### src/rtl/radix_walker_pkg.sv
package radix_walker_pkg;
  typedef enum logic [2:0] {
    ST_IDLE,
    ST_PT_REQ,
    ST_PT_WAIT,
    ST_LV_CHK,
    ST_LV_REQ,
    ST_LV_WAIT,
    ST_DONE
  } walk_state_e;

  localparam int ENT_W      = 64;
  localparam int BIT_VALID  = 63;
  localparam int BIT_LEAF   = 62;
  localparam int SHIFT_W    = 6;
  localparam int SIZE_W     = 8;
  localparam int PRTS_W     = 5;
  localparam int MIN_SIZE   = 5;
  localparam int FLT_NOENT  = 0;
  localparam int FLT_BADCFG = 1;
endpackage

### src/rtl/radix_pt_locate.sv
module radix_pt_locate #(
  parameter int PA_W  = 56,
  parameter int PID_W = 20
) (
  input  logic [PA_W-1:0]                         prtb,
  input  logic [radix_walker_pkg::PRTS_W-1:0]     prts,
  input  logic [PID_W-1:0]                        pid,
  output logic [PA_W-1:0]                         addr,
  output logic                                    out_of_range
);
  logic [63:0] offset;
  logic [5:0]  span_exp;

  always_comb begin
    offset       = 64'(pid) << 4;
    span_exp     = 6'(prts) + 6'd12;
    out_of_range = (offset >> span_exp) != 64'd0;
    addr         = prtb + PA_W'(offset);
  end
endmodule

### src/rtl/radix_level_index.sv
module radix_level_index #(
  parameter int EA_W = 64,
  parameter int PA_W = 56
) (
  input  logic [EA_W-1:0] ea,
  input  logic [PA_W-1:0] base,
  input  logic [5:0]      shift,
  input  logic [5:0]      size,
  output logic [PA_W-1:0] addr
);
  logic [63:0]     ea64;
  logic [63:0]     idx_mask;
  logic [5:0]      drop;
  logic [PA_W-1:0] idx;

  always_comb begin
    ea64     = 64'(ea);
    drop     = shift - size;
    idx_mask = (64'd1 << size) - 64'd1;
    idx      = PA_W'((ea64 >> drop) & idx_mask);
    addr     = base + (idx << 3);
  end
endmodule

### src/rtl/radix_leaf_compose.sv
module radix_leaf_compose #(
  parameter int EA_W = 64,
  parameter int PA_W = 56
) (
  input  logic [EA_W-1:0] ea,
  input  logic [43:0]     rpn,
  input  logic [5:0]      psize,
  output logic [PA_W-1:0] raddr
);
  logic [63:0] ea64;
  logic [63:0] page_base;
  logic [63:0] off_mask;

  always_comb begin
    ea64      = 64'(ea);
    page_base = {8'd0, rpn, 12'd0};
    off_mask  = (64'd1 << psize) - 64'd1;
    raddr     = PA_W'((page_base & ~off_mask) | (ea64 & off_mask));
  end
endmodule

### src/rtl/radix_walker.sv
module radix_walker
  import radix_walker_pkg::*;
#(
  parameter int EA_W       = 64,
  parameter int PA_W       = 56,
  parameter int PID_W      = 20,
  parameter int MAX_LEVELS = 8
) (
  input  logic              clk,
  input  logic              rst_n,
  input  logic              in_valid,
  output logic              in_ready,
  input  logic [PA_W-1:0]   in_prtb,
  input  logic [4:0]        in_prts,
  input  logic [PID_W-1:0]  in_pid,
  input  logic [EA_W-1:0]   in_ea,
  output logic              mem_req_valid,
  input  logic              mem_req_ready,
  output logic [PA_W-1:0]   mem_req_addr,
  input  logic              mem_rsp_valid,
  input  logic [63:0]       mem_rsp_data,
  output logic              out_valid,
  input  logic              out_ready,
  output logic [PA_W-1:0]   out_raddr,
  output logic [5:0]        out_psize,
  output logic [63:0]       out_pte,
  output logic [PA_W-1:0]   out_pte_addr,
  output logic [1:0]        out_fault
);
  localparam int LVL_W = $clog2(MAX_LEVELS + 1);

  walk_state_e          state_q;
  logic [EA_W-1:0]      ea_q;
  logic [PA_W-1:0]      base_q;
  logic [SIZE_W-1:0]    size_q;
  logic [SHIFT_W-1:0]   shift_q;
  logic [LVL_W-1:0]     lvl_q;
  logic [PA_W-1:0]      addr_q;
  logic [PA_W-1:0]      raddr_q;
  logic [5:0]           psize_q;
  logic [63:0]          pte_q;
  logic [PA_W-1:0]      pte_addr_q;
  logic [1:0]           fault_q;

  logic [PA_W-1:0]      pt_addr;
  logic                 pt_oob;
  logic [PA_W-1:0]      lvl_addr;
  logic [PA_W-1:0]      leaf_raddr;
  logic [SHIFT_W-1:0]   shift_after;
  logic                 cfg_bad;
  logic [63:0]          entry_base;
  logic [PA_W-1:0]      next_base;

  radix_pt_locate #(.PA_W(PA_W), .PID_W(PID_W)) u_locate (
    .prtb         (in_prtb),
    .prts         (in_prts),
    .pid          (in_pid),
    .addr         (pt_addr),
    .out_of_range (pt_oob)
  );

  radix_level_index #(.EA_W(EA_W), .PA_W(PA_W)) u_index (
    .ea    (ea_q),
    .base  (base_q),
    .shift (shift_q),
    .size  (size_q[5:0]),
    .addr  (lvl_addr)
  );

  radix_leaf_compose #(.EA_W(EA_W), .PA_W(PA_W)) u_leaf (
    .ea    (ea_q),
    .rpn   (mem_rsp_data[55:12]),
    .psize (shift_after),
    .raddr (leaf_raddr)
  );

  always_comb begin
    shift_after = shift_q - size_q[5:0];
    cfg_bad     = (size_q < SIZE_W'(MIN_SIZE))
               || (size_q > SIZE_W'(shift_q))
               || (lvl_q == LVL_W'(MAX_LEVELS));
    entry_base  = {8'd0, mem_rsp_data[55:8], 8'd0};
    next_base   = PA_W'(entry_base);
  end

  assign in_ready      = (state_q == ST_IDLE);
  assign mem_req_valid = (state_q == ST_PT_REQ) || (state_q == ST_LV_REQ);
  assign mem_req_addr  = addr_q;
  assign out_valid     = (state_q == ST_DONE);
  assign out_raddr     = raddr_q;
  assign out_psize     = psize_q;
  assign out_pte       = pte_q;
  assign out_pte_addr  = pte_addr_q;
  assign out_fault     = fault_q;

  always_ff @(posedge clk or negedge rst_n) begin
    if (!rst_n) begin
      state_q    <= ST_IDLE;
      ea_q       <= '0;
      base_q     <= '0;
      size_q     <= '0;
      shift_q    <= '0;
      lvl_q      <= '0;
      addr_q     <= '0;
      raddr_q    <= '0;
      psize_q    <= '0;
      pte_q      <= '0;
      pte_addr_q <= '0;
      fault_q    <= '0;
    end else begin
      case (state_q)
        ST_IDLE: begin
          if (in_valid) begin
            ea_q       <= in_ea;
            raddr_q    <= '0;
            psize_q    <= '0;
            pte_q      <= '0;
            pte_addr_q <= '0;
            fault_q    <= '0;
            if (pt_oob) begin
              fault_q[FLT_NOENT] <= 1'b1;
              state_q            <= ST_DONE;
            end else begin
              addr_q  <= pt_addr;
              state_q <= ST_PT_REQ;
            end
          end
        end
        ST_PT_REQ: begin
          if (mem_req_ready) state_q <= ST_PT_WAIT;
        end
        ST_PT_WAIT: begin
          if (mem_rsp_valid) begin
            base_q  <= next_base;
            size_q  <= mem_rsp_data[7:0];
            shift_q <= mem_rsp_data[61:56];
            lvl_q   <= '0;
            state_q <= ST_LV_CHK;
          end
        end
        ST_LV_CHK: begin
          if (cfg_bad) begin
            fault_q[FLT_BADCFG] <= 1'b1;
            state_q             <= ST_DONE;
          end else begin
            addr_q  <= lvl_addr;
            state_q <= ST_LV_REQ;
          end
        end
        ST_LV_REQ: begin
          if (mem_req_ready) state_q <= ST_LV_WAIT;
        end
        ST_LV_WAIT: begin
          if (mem_rsp_valid) begin
            if (!mem_rsp_data[BIT_VALID]) begin
              fault_q[FLT_NOENT] <= 1'b1;
              state_q            <= ST_DONE;
            end else if (mem_rsp_data[BIT_LEAF]) begin
              raddr_q    <= leaf_raddr;
              psize_q    <= shift_after;
              pte_q      <= mem_rsp_data;
              pte_addr_q <= addr_q;
              state_q    <= ST_DONE;
            end else begin
              base_q  <= next_base;
              size_q  <= mem_rsp_data[7:0];
              shift_q <= shift_after;
              lvl_q   <= lvl_q + LVL_W'(1);
              state_q <= ST_LV_CHK;
            end
          end
        end
        ST_DONE: begin
          if (out_ready) state_q <= ST_IDLE;
        end
        default: state_q <= ST_IDLE;
      endcase
    end
  end
endmodule

### config.mk
export PLATFORM = sky130hd
export DESIGN_NAME = radix_walker
export DESIGN_NICKNAME = d
export VERILOG_FILES = /design/src/rtl/radix_walker_pkg.sv /design/src/rtl/radix_pt_locate.sv /design/src/rtl/radix_level_index.sv /design/src/rtl/radix_leaf_compose.sv /design/src/rtl/radix_walker.sv
export SDC_FILE = /design/constraint.sdc
export NUM_CORES = 1
export LEC_CHECK = 0
export BUFFER_PORTS_ARGS = -buffer_cell sky130_fd_sc_hd__buf_2
export CORE_UTILIZATION = 45
export CTS_CLUSTER_DIAMETER = 150
export DETAILED_ROUTE_END_ITERATION = 10
export GPL_TIMING_DRIVEN = 1
export PLACE_DENSITY_LB_ADDON = 0.15
export SLEW_MARGIN = 20
export SYNTH_ARGS = -nofsm -noshare
export SYNTH_HDL_FRONTEND = slang
export SYNTH_SLANG_ARGS = --single-unit
### constraint.sdc
create_clock -name clk -period 8.46 [get_ports clk]
set_input_delay 1.692 -clock clk [delete_from_list [all_inputs] [get_ports clk]]
set_output_delay 1.692 -clock clk [all_outputs]
set_load 0.02 [all_outputs]
# == After elaboration in Yosys (flattened, before gate mapping) ==
# Index checks and enable logic that the tools add are counted.
# word_totals
register_bits,381
in_bits,215
out_inout_bits,243
word_cells,127
# classes
addsub,7
order_cmp,2
n_eq_ne,20
n_shift,4
muxes,61
bitwise_logic,5
reduce_logical,15
# op_table
op,n
56-bit 2-to-1 mux,14
56-bit one-hot mux with 2 select lines,4
64-bit 2-to-1 mux,4
64-bit one-hot mux with 2 select lines,1
56-bit AND,2
64-bit nonzero test,1
24-bit by 6-bit >> shifter with 64-bit output,1
64-bit by 6-bit >> shifter with 53-bit output,1
56-bit by 24-bit adder with 56-bit output,1
56-bit adder,1
56-bit inverter,1
56-bit OR,1
1-bit by 6-bit left shift with 56-bit output (first input constant),1
56-bit by 1-bit subtractor with 56-bit output (second input constant),1
53-bit AND,1
1-bit by 6-bit left shift with 53-bit output (first input constant),1
53-bit by 1-bit subtractor with 53-bit output (second input constant),1
6-bit 2-to-1 mux,8
8-bit 2-to-1 mux,4
3-bit 2-to-1 mux,9
2-bit inequality test (second input constant),12
6-bit one-hot mux with 2 select lines,2
3-bit one-hot mux with 7 select lines,1
4-bit 2-to-1 mux,4
23 further kinds,37

# == Logic depth before layout (Yosys ltp) ==
# depth
depth_word,10
mapped_depth,27
depth_no_buf,25

# == Modules after synthesis ==
# A second synthesis with hierarchy kept.
# unflattened
hier_cells,3439
area_unflattened_um2,27214.9
# modules_own_cells
mod,instances,cells_each,area_each_um2,seq_area_each_um2
radix_walker,1,1739,15746.4,9308.9
radix_level_index,1,1132,7678.6,0.0
radix_pt_locate,1,286,1918.1,0.0
radix_leaf_compose,1,282,1871.8,0.0

# == Worst setup path after synthesis ==
# No wires, ideal clock.
# synth_path
path_type,flip-flop to flip-flop
startpoint,register size_q[1]
endpoint,register addr_q[40] (netlist: mem_req_addr[40])
setup_time_ns,0.087
arrival_ns,5.736
required_ns,8.373
slack_ns,2.638
stages_incl_launch_ff,26
n_path_buf,6
period_less_slack_ns,5.822
cell_sequence,dfrtp_1 clkbuf_1 inv_1 fa_1 buf_2 buf_2 buf_4 buf_2 buf_2 mux4_2 mux2i_1 nand2_1 o21ai_0 nor2_1 a311oi_1 a211oi_1 ha_1 nor2b_1 o31a_1 o311ai_1 nand4b_1 and3_1 a311o_1 a2111oi_0 a31oi_1 o211ai_1
# synth_between
elab_chain_len,6
word_cells_on_any_way,14
classes_between,add/sub: 3; order compare: 2; eq/ne: 1; shift: 2; mux: 2; bitwise: 1; reduce/logical: 3
# synth_lines
element,line,source
from (decl),radix_walker.sv:35,logic [SIZE_W-1:0] size_q;
from (signal assigned),radix_walker.sv:135,size_q <= mem_rsp_data[7:0];
from (signal assigned),radix_walker.sv:166,size_q <= mem_rsp_data[7:0];
6-bit subtractor or 1-bit by 6-bit left shift with 53-bit output (tied branches),"radix_level_index.sv:18, radix_level_index.sv:19",
64-bit by 6-bit >> shifter with 53-bit output or 53-bit by 1-bit subtractor with 53-bit output (tied branches),"radix_level_index.sv:20, radix_level_index.sv:19",
53-bit AND,radix_level_index.sv:20,idx = PA_W'((ea64 >> drop) & idx_mask);
56-bit adder,radix_level_index.sv:21,addr = base + (idx << 3);
56-bit 2-to-1 mux,radix_walker.sv:142,if (cfg_bad) begin
56-bit one-hot mux with 2 select lines,radix_walker.sv:111,case (state_q)
to (signal assigned),radix_walker.sv:124,addr_q <= pt_addr;
to (signal assigned),radix_walker.sv:146,addr_q <= lvl_addr;
to (decl),radix_walker.sv:38,logic [PA_W-1:0] addr_q;
# Several ways; a longest one is shown, not always the timed one. The select of a mux whose other input is x is not followed.
# A chain may end at the register's enable or synchronous reset.

# == Worst setup path after layout ==
# layout_path
startpoint,register size_q[1]
endpoint,register addr_q[55] (netlist: mem_req_addr[55])
# The elaborated chain is that of the path after synthesis.

==> flow_metrics.py <==
metrics = {
    "route": {
        "first_pass_iters": 6,
        "postRouteAntennaNets": 0,
        "post_drt_wl_per_cell_um": 25.0,
        "wl_mm": 106,
        "via_per_inst": 6.15,
        "drc": 0,
        "drt_iter0_drc": 2532,
        "via_count": 26174,
    },
    "clocking": {
        "cts_setup_buffers": 0,
        "clockBufferDepth": 3,
        "cts_resized": 0,
        "root_buffer": "clkbuf_16",
        "cts-htree-levels": 2,
        "cts_tree": "built",
        "worstSkewPairLatency_ps": 590,
        "holdBufCountCts": 0,
        "clk_pin_slew_ps": 60,
        "cts.sinks": 372,
        "numCtsBuffers": 43,
    },
    "placement": {
        "place_congestion": 1.02,
        "portBuffers": 457,
        "hpwlAfterDp_mm": 81.2,
    },
    "global_route": {
        "track_usage": 0.355,
        "antenna_found_initial": 3,
        "first_global_vias": 25298,
        "grt_overflow_total": 0,
        "grt_max_degree": 162,
        "grt_pass1_wl_mm": 160,
    },
    "yosys": {
        "syn_area_mm2": 0.0259,
        "synth_seq_area_share": 0.359,
        "synthArstFlopShare": 1.00,
        "synthesis.nets": 3431,
        "postSynthCellCount": 3131,
        "synth_cell_type_count": 95,
        "synth_top_cell_area_share": 0.359,
        "synth-edff-count": 0,
        "ys.flop_type": "dfrtp_1",
        "synth-seq-cells": 372,
        "synth_area_leaders": "dfrtp_1 36%, nand2_1 11%, mux4_2 4.5%",
        "yosysWarnings": 0,
        "synth_top_cell_by_area": "dfrtp_1",
        "synth_area_per_cell_um2": 8.28,
    },
    "die": {
        "initial_core_util": 0.457,
        "die_w_um": 242,
        "die_y_um": 242,
        "core_mm2": 0.0567,
        "dieArea_mm2": 0.0586,
        "io_pins": 458,
        "rows": 87,
    },
    "layout": {
        "synthToLayoutAreaGrowth_pct": 16.9,
        "drive_gt1_frac": 0.218,
        "antennaDiodeCount": 0,
        "fin_nets": 3769,
    },
    "sta": {
        "relSlewSlack": 0.259,
        "fin_crit_sh": 0.852,
        "finalCriticalPeriod_ps": 7210,
        "final.setup.tns_ps": 0,
        "rsz0062_at_grt": "no",
        "slew_viol_final": 0,
        "setup_violations": 0,
        "fin_skew_ps": 17.9,
        "max_clock_freq_mhz": 139,
        "tightest_slew_ps": 1110,
        "finalHoldViolations": 0,
    },
    "setup_path": {
        "critical_path_required_ps": 8970,
        "critPathKind": "flop to flop",
        "critPathLaunchType": "flop",
        "arrival_ps": 7720,
        "path_max_fanout": 50,
        "worst_setup_path_end_kind": "flop",
        "reg2reg_slack_ps": 1250,
    },
    "status": {
        "outcome": "finished, final reports clean",
    },
    "hold_path": {
        "min_path_type": "flop to flop",
    },
    "flow_run": {
        "max-cap-violations": 0,
    },
}
==> cells in the mapped netlist, drive strengths merged (10+ instances only) <==
cell type	number
a2111oi	12
a211oi	40
a21o	35
a21oi	174
a311oi	11
a31oi	33
and2	12
and3	24
buf	81
clkbuf	147
dfrtp	372
ha	82
inv	50
mux2	73
mux2i	99
mux4	52
nand2	752
nand2b	16
nand3	229
nand4	21
nor2	187
nor2b	16
nor3	63
nor4	10
o211ai	23
o21a	25
o21ai	189
o21bai	14
o221ai	10
o22ai	12
o31ai	20
or3	15
xnor2	54
xor2	35
==> cells by family after synthesis <==
family                   after synthesis  synth area share
AO/OA/AOI/OAI                        703             0.178
XOR/XNOR                              89            0.0301
adder cells (fa/ha/maj)               85            0.0419
buffers and inverters                281            0.0450
flip-flops                           372             0.359
multiplexers                         224             0.115
AND/OR/NAND/NOR                     1377             0.231
==> registers in the layout (all words and copies together) (netlist names) <==
| register | count |
|---|---|
| ea_q | 64 |
| out_pte | 63 |
| mem_req_addr | 56 |
| out_pte_addr | 56 |
| out_raddr | 56 |
| base_q | 48 |
| size_q | 8 |
| out_psize | 6 |
| shift_q | 6 |
| lvl_q | 4 |
| state_q | 3 |
| out_fault | 2 |
==> final cells by class <==
| class | count | area, um^2 |
|---|---|---|
| multi-input combinational | 2478 | 15600 |
| fill | 5538 | 26400 |
| tap | 756 | 946 |
| clock buffer | 57 | 1200 |
| sequential | 372 | 9310 |
| inverter | 53 | 199 |
| timing repair buffer | 521 | 2820 |
| clock inverter | 21 | 273 |
==> per-stage QoR <==
| step | cells | utilization | setup slack, ps | cell area (um^2) | hold slack, ps |
|---|---|---|---|---|---|
| after global placement | 4180 | 0.509 | 1440 | 28800 | 462 |
| after CTS | 4258 | 0.535 | 1340 | 30300 | 482 |
| after floorplan | 3131 | - | 2640 | 25900 | 463 |
| after detailed placement | 4180 | 0.509 | 1340 | 28800 | 467 |
| final | 4258 | 0.535 | 1250 | 30300 | 479 |
| after global routing | 4258 | 0.535 | 872 | 30300 | 513 |
==> worst paths after layout <==
kind	from	endpoint	cells after the start
max	size_q[1]	mem_req_addr[55]	20
min reg2reg	out_pte[20]	out_pte[20]	2
max in group asynchronous	rst_n	base_q[53]	2
max reg2reg	size_q[1]	mem_req_addr[55]	20
min in group asynchronous	rst_n	out_pte_addr[7]	1
min	out_pte[20]	out_pte[20]	2
==> critical path, stage by stage (launching register included) <==
cell and delay [ps]:
dfrtp_1 650, inv_1 240, fa_4 1330, buf_4 320, mux4_2 530, nand2_1 80, nand2_1 100, a21oi_1 260
o21ai_0 380, o221a_2 420, ha_1 300, a211oi_1 100, o21ai_1 220, nand3_1 200, and3b_1 260, o32a_1 400
a2111oi_0 620, buf_4 210, o22ai_1 80, o32a_1 330, nand2_1 60
==> layout by cell type, fill, tap and decap left out, types with 12 or more instances in the layout <==
cell type | synthesis | final
nand2b_1 | 16 | 16
buf_2 | 44 | 456
nor3_1 | 60 | 60
mux2_2 | 72 | 72
ha_1 | 82 | 81
nand3_1 | 229 | 228
mux2i_1 | 98 | 98
o21bai_1 | 14 | 14
nor2_1 | 187 | 185
o21a_1 | 25 | 25
nand4_1 | 21 | 21
a31oi_1 | 33 | 33
o211ai_1 | 23 | 23
o21ai_0 | 179 | 178
nand2_1 | 749 | 748
xor2_1 | 35 | 33
a211oi_1 | 37 | 37
o22ai_1 | 12 | 12
buf_4 | 15 | 61
clkbuf_16 | 0 | 44
inv_1 | 48 | 48
a21o_1 | 35 | 35
a21oi_1 | 171 | 170
or3_1 | 15 | 15
dfrtp_1 | 372 | 372
xnor2_1 | 54 | 52
mux4_2 | 52 | 52
o31ai_1 | 20 | 20
and3_1 | 24 | 24
nor2b_1 | 16 | 16
==> layer usage <==
metal / share of wire / up-vias / track usage
met1: 0.42 / 12837 / 0.475
met5: 0.00042 / - / 0
met4: 0.047 / 6 / 0.159
li1: - / 11857 / -
met3: 0.068 / 251 / 0.0493
met2: 0.47 / 1223 / 0.573
Power is not shown: default switching activity piles up to over one toggle a cycle in this logic, so the estimate is an artifact.
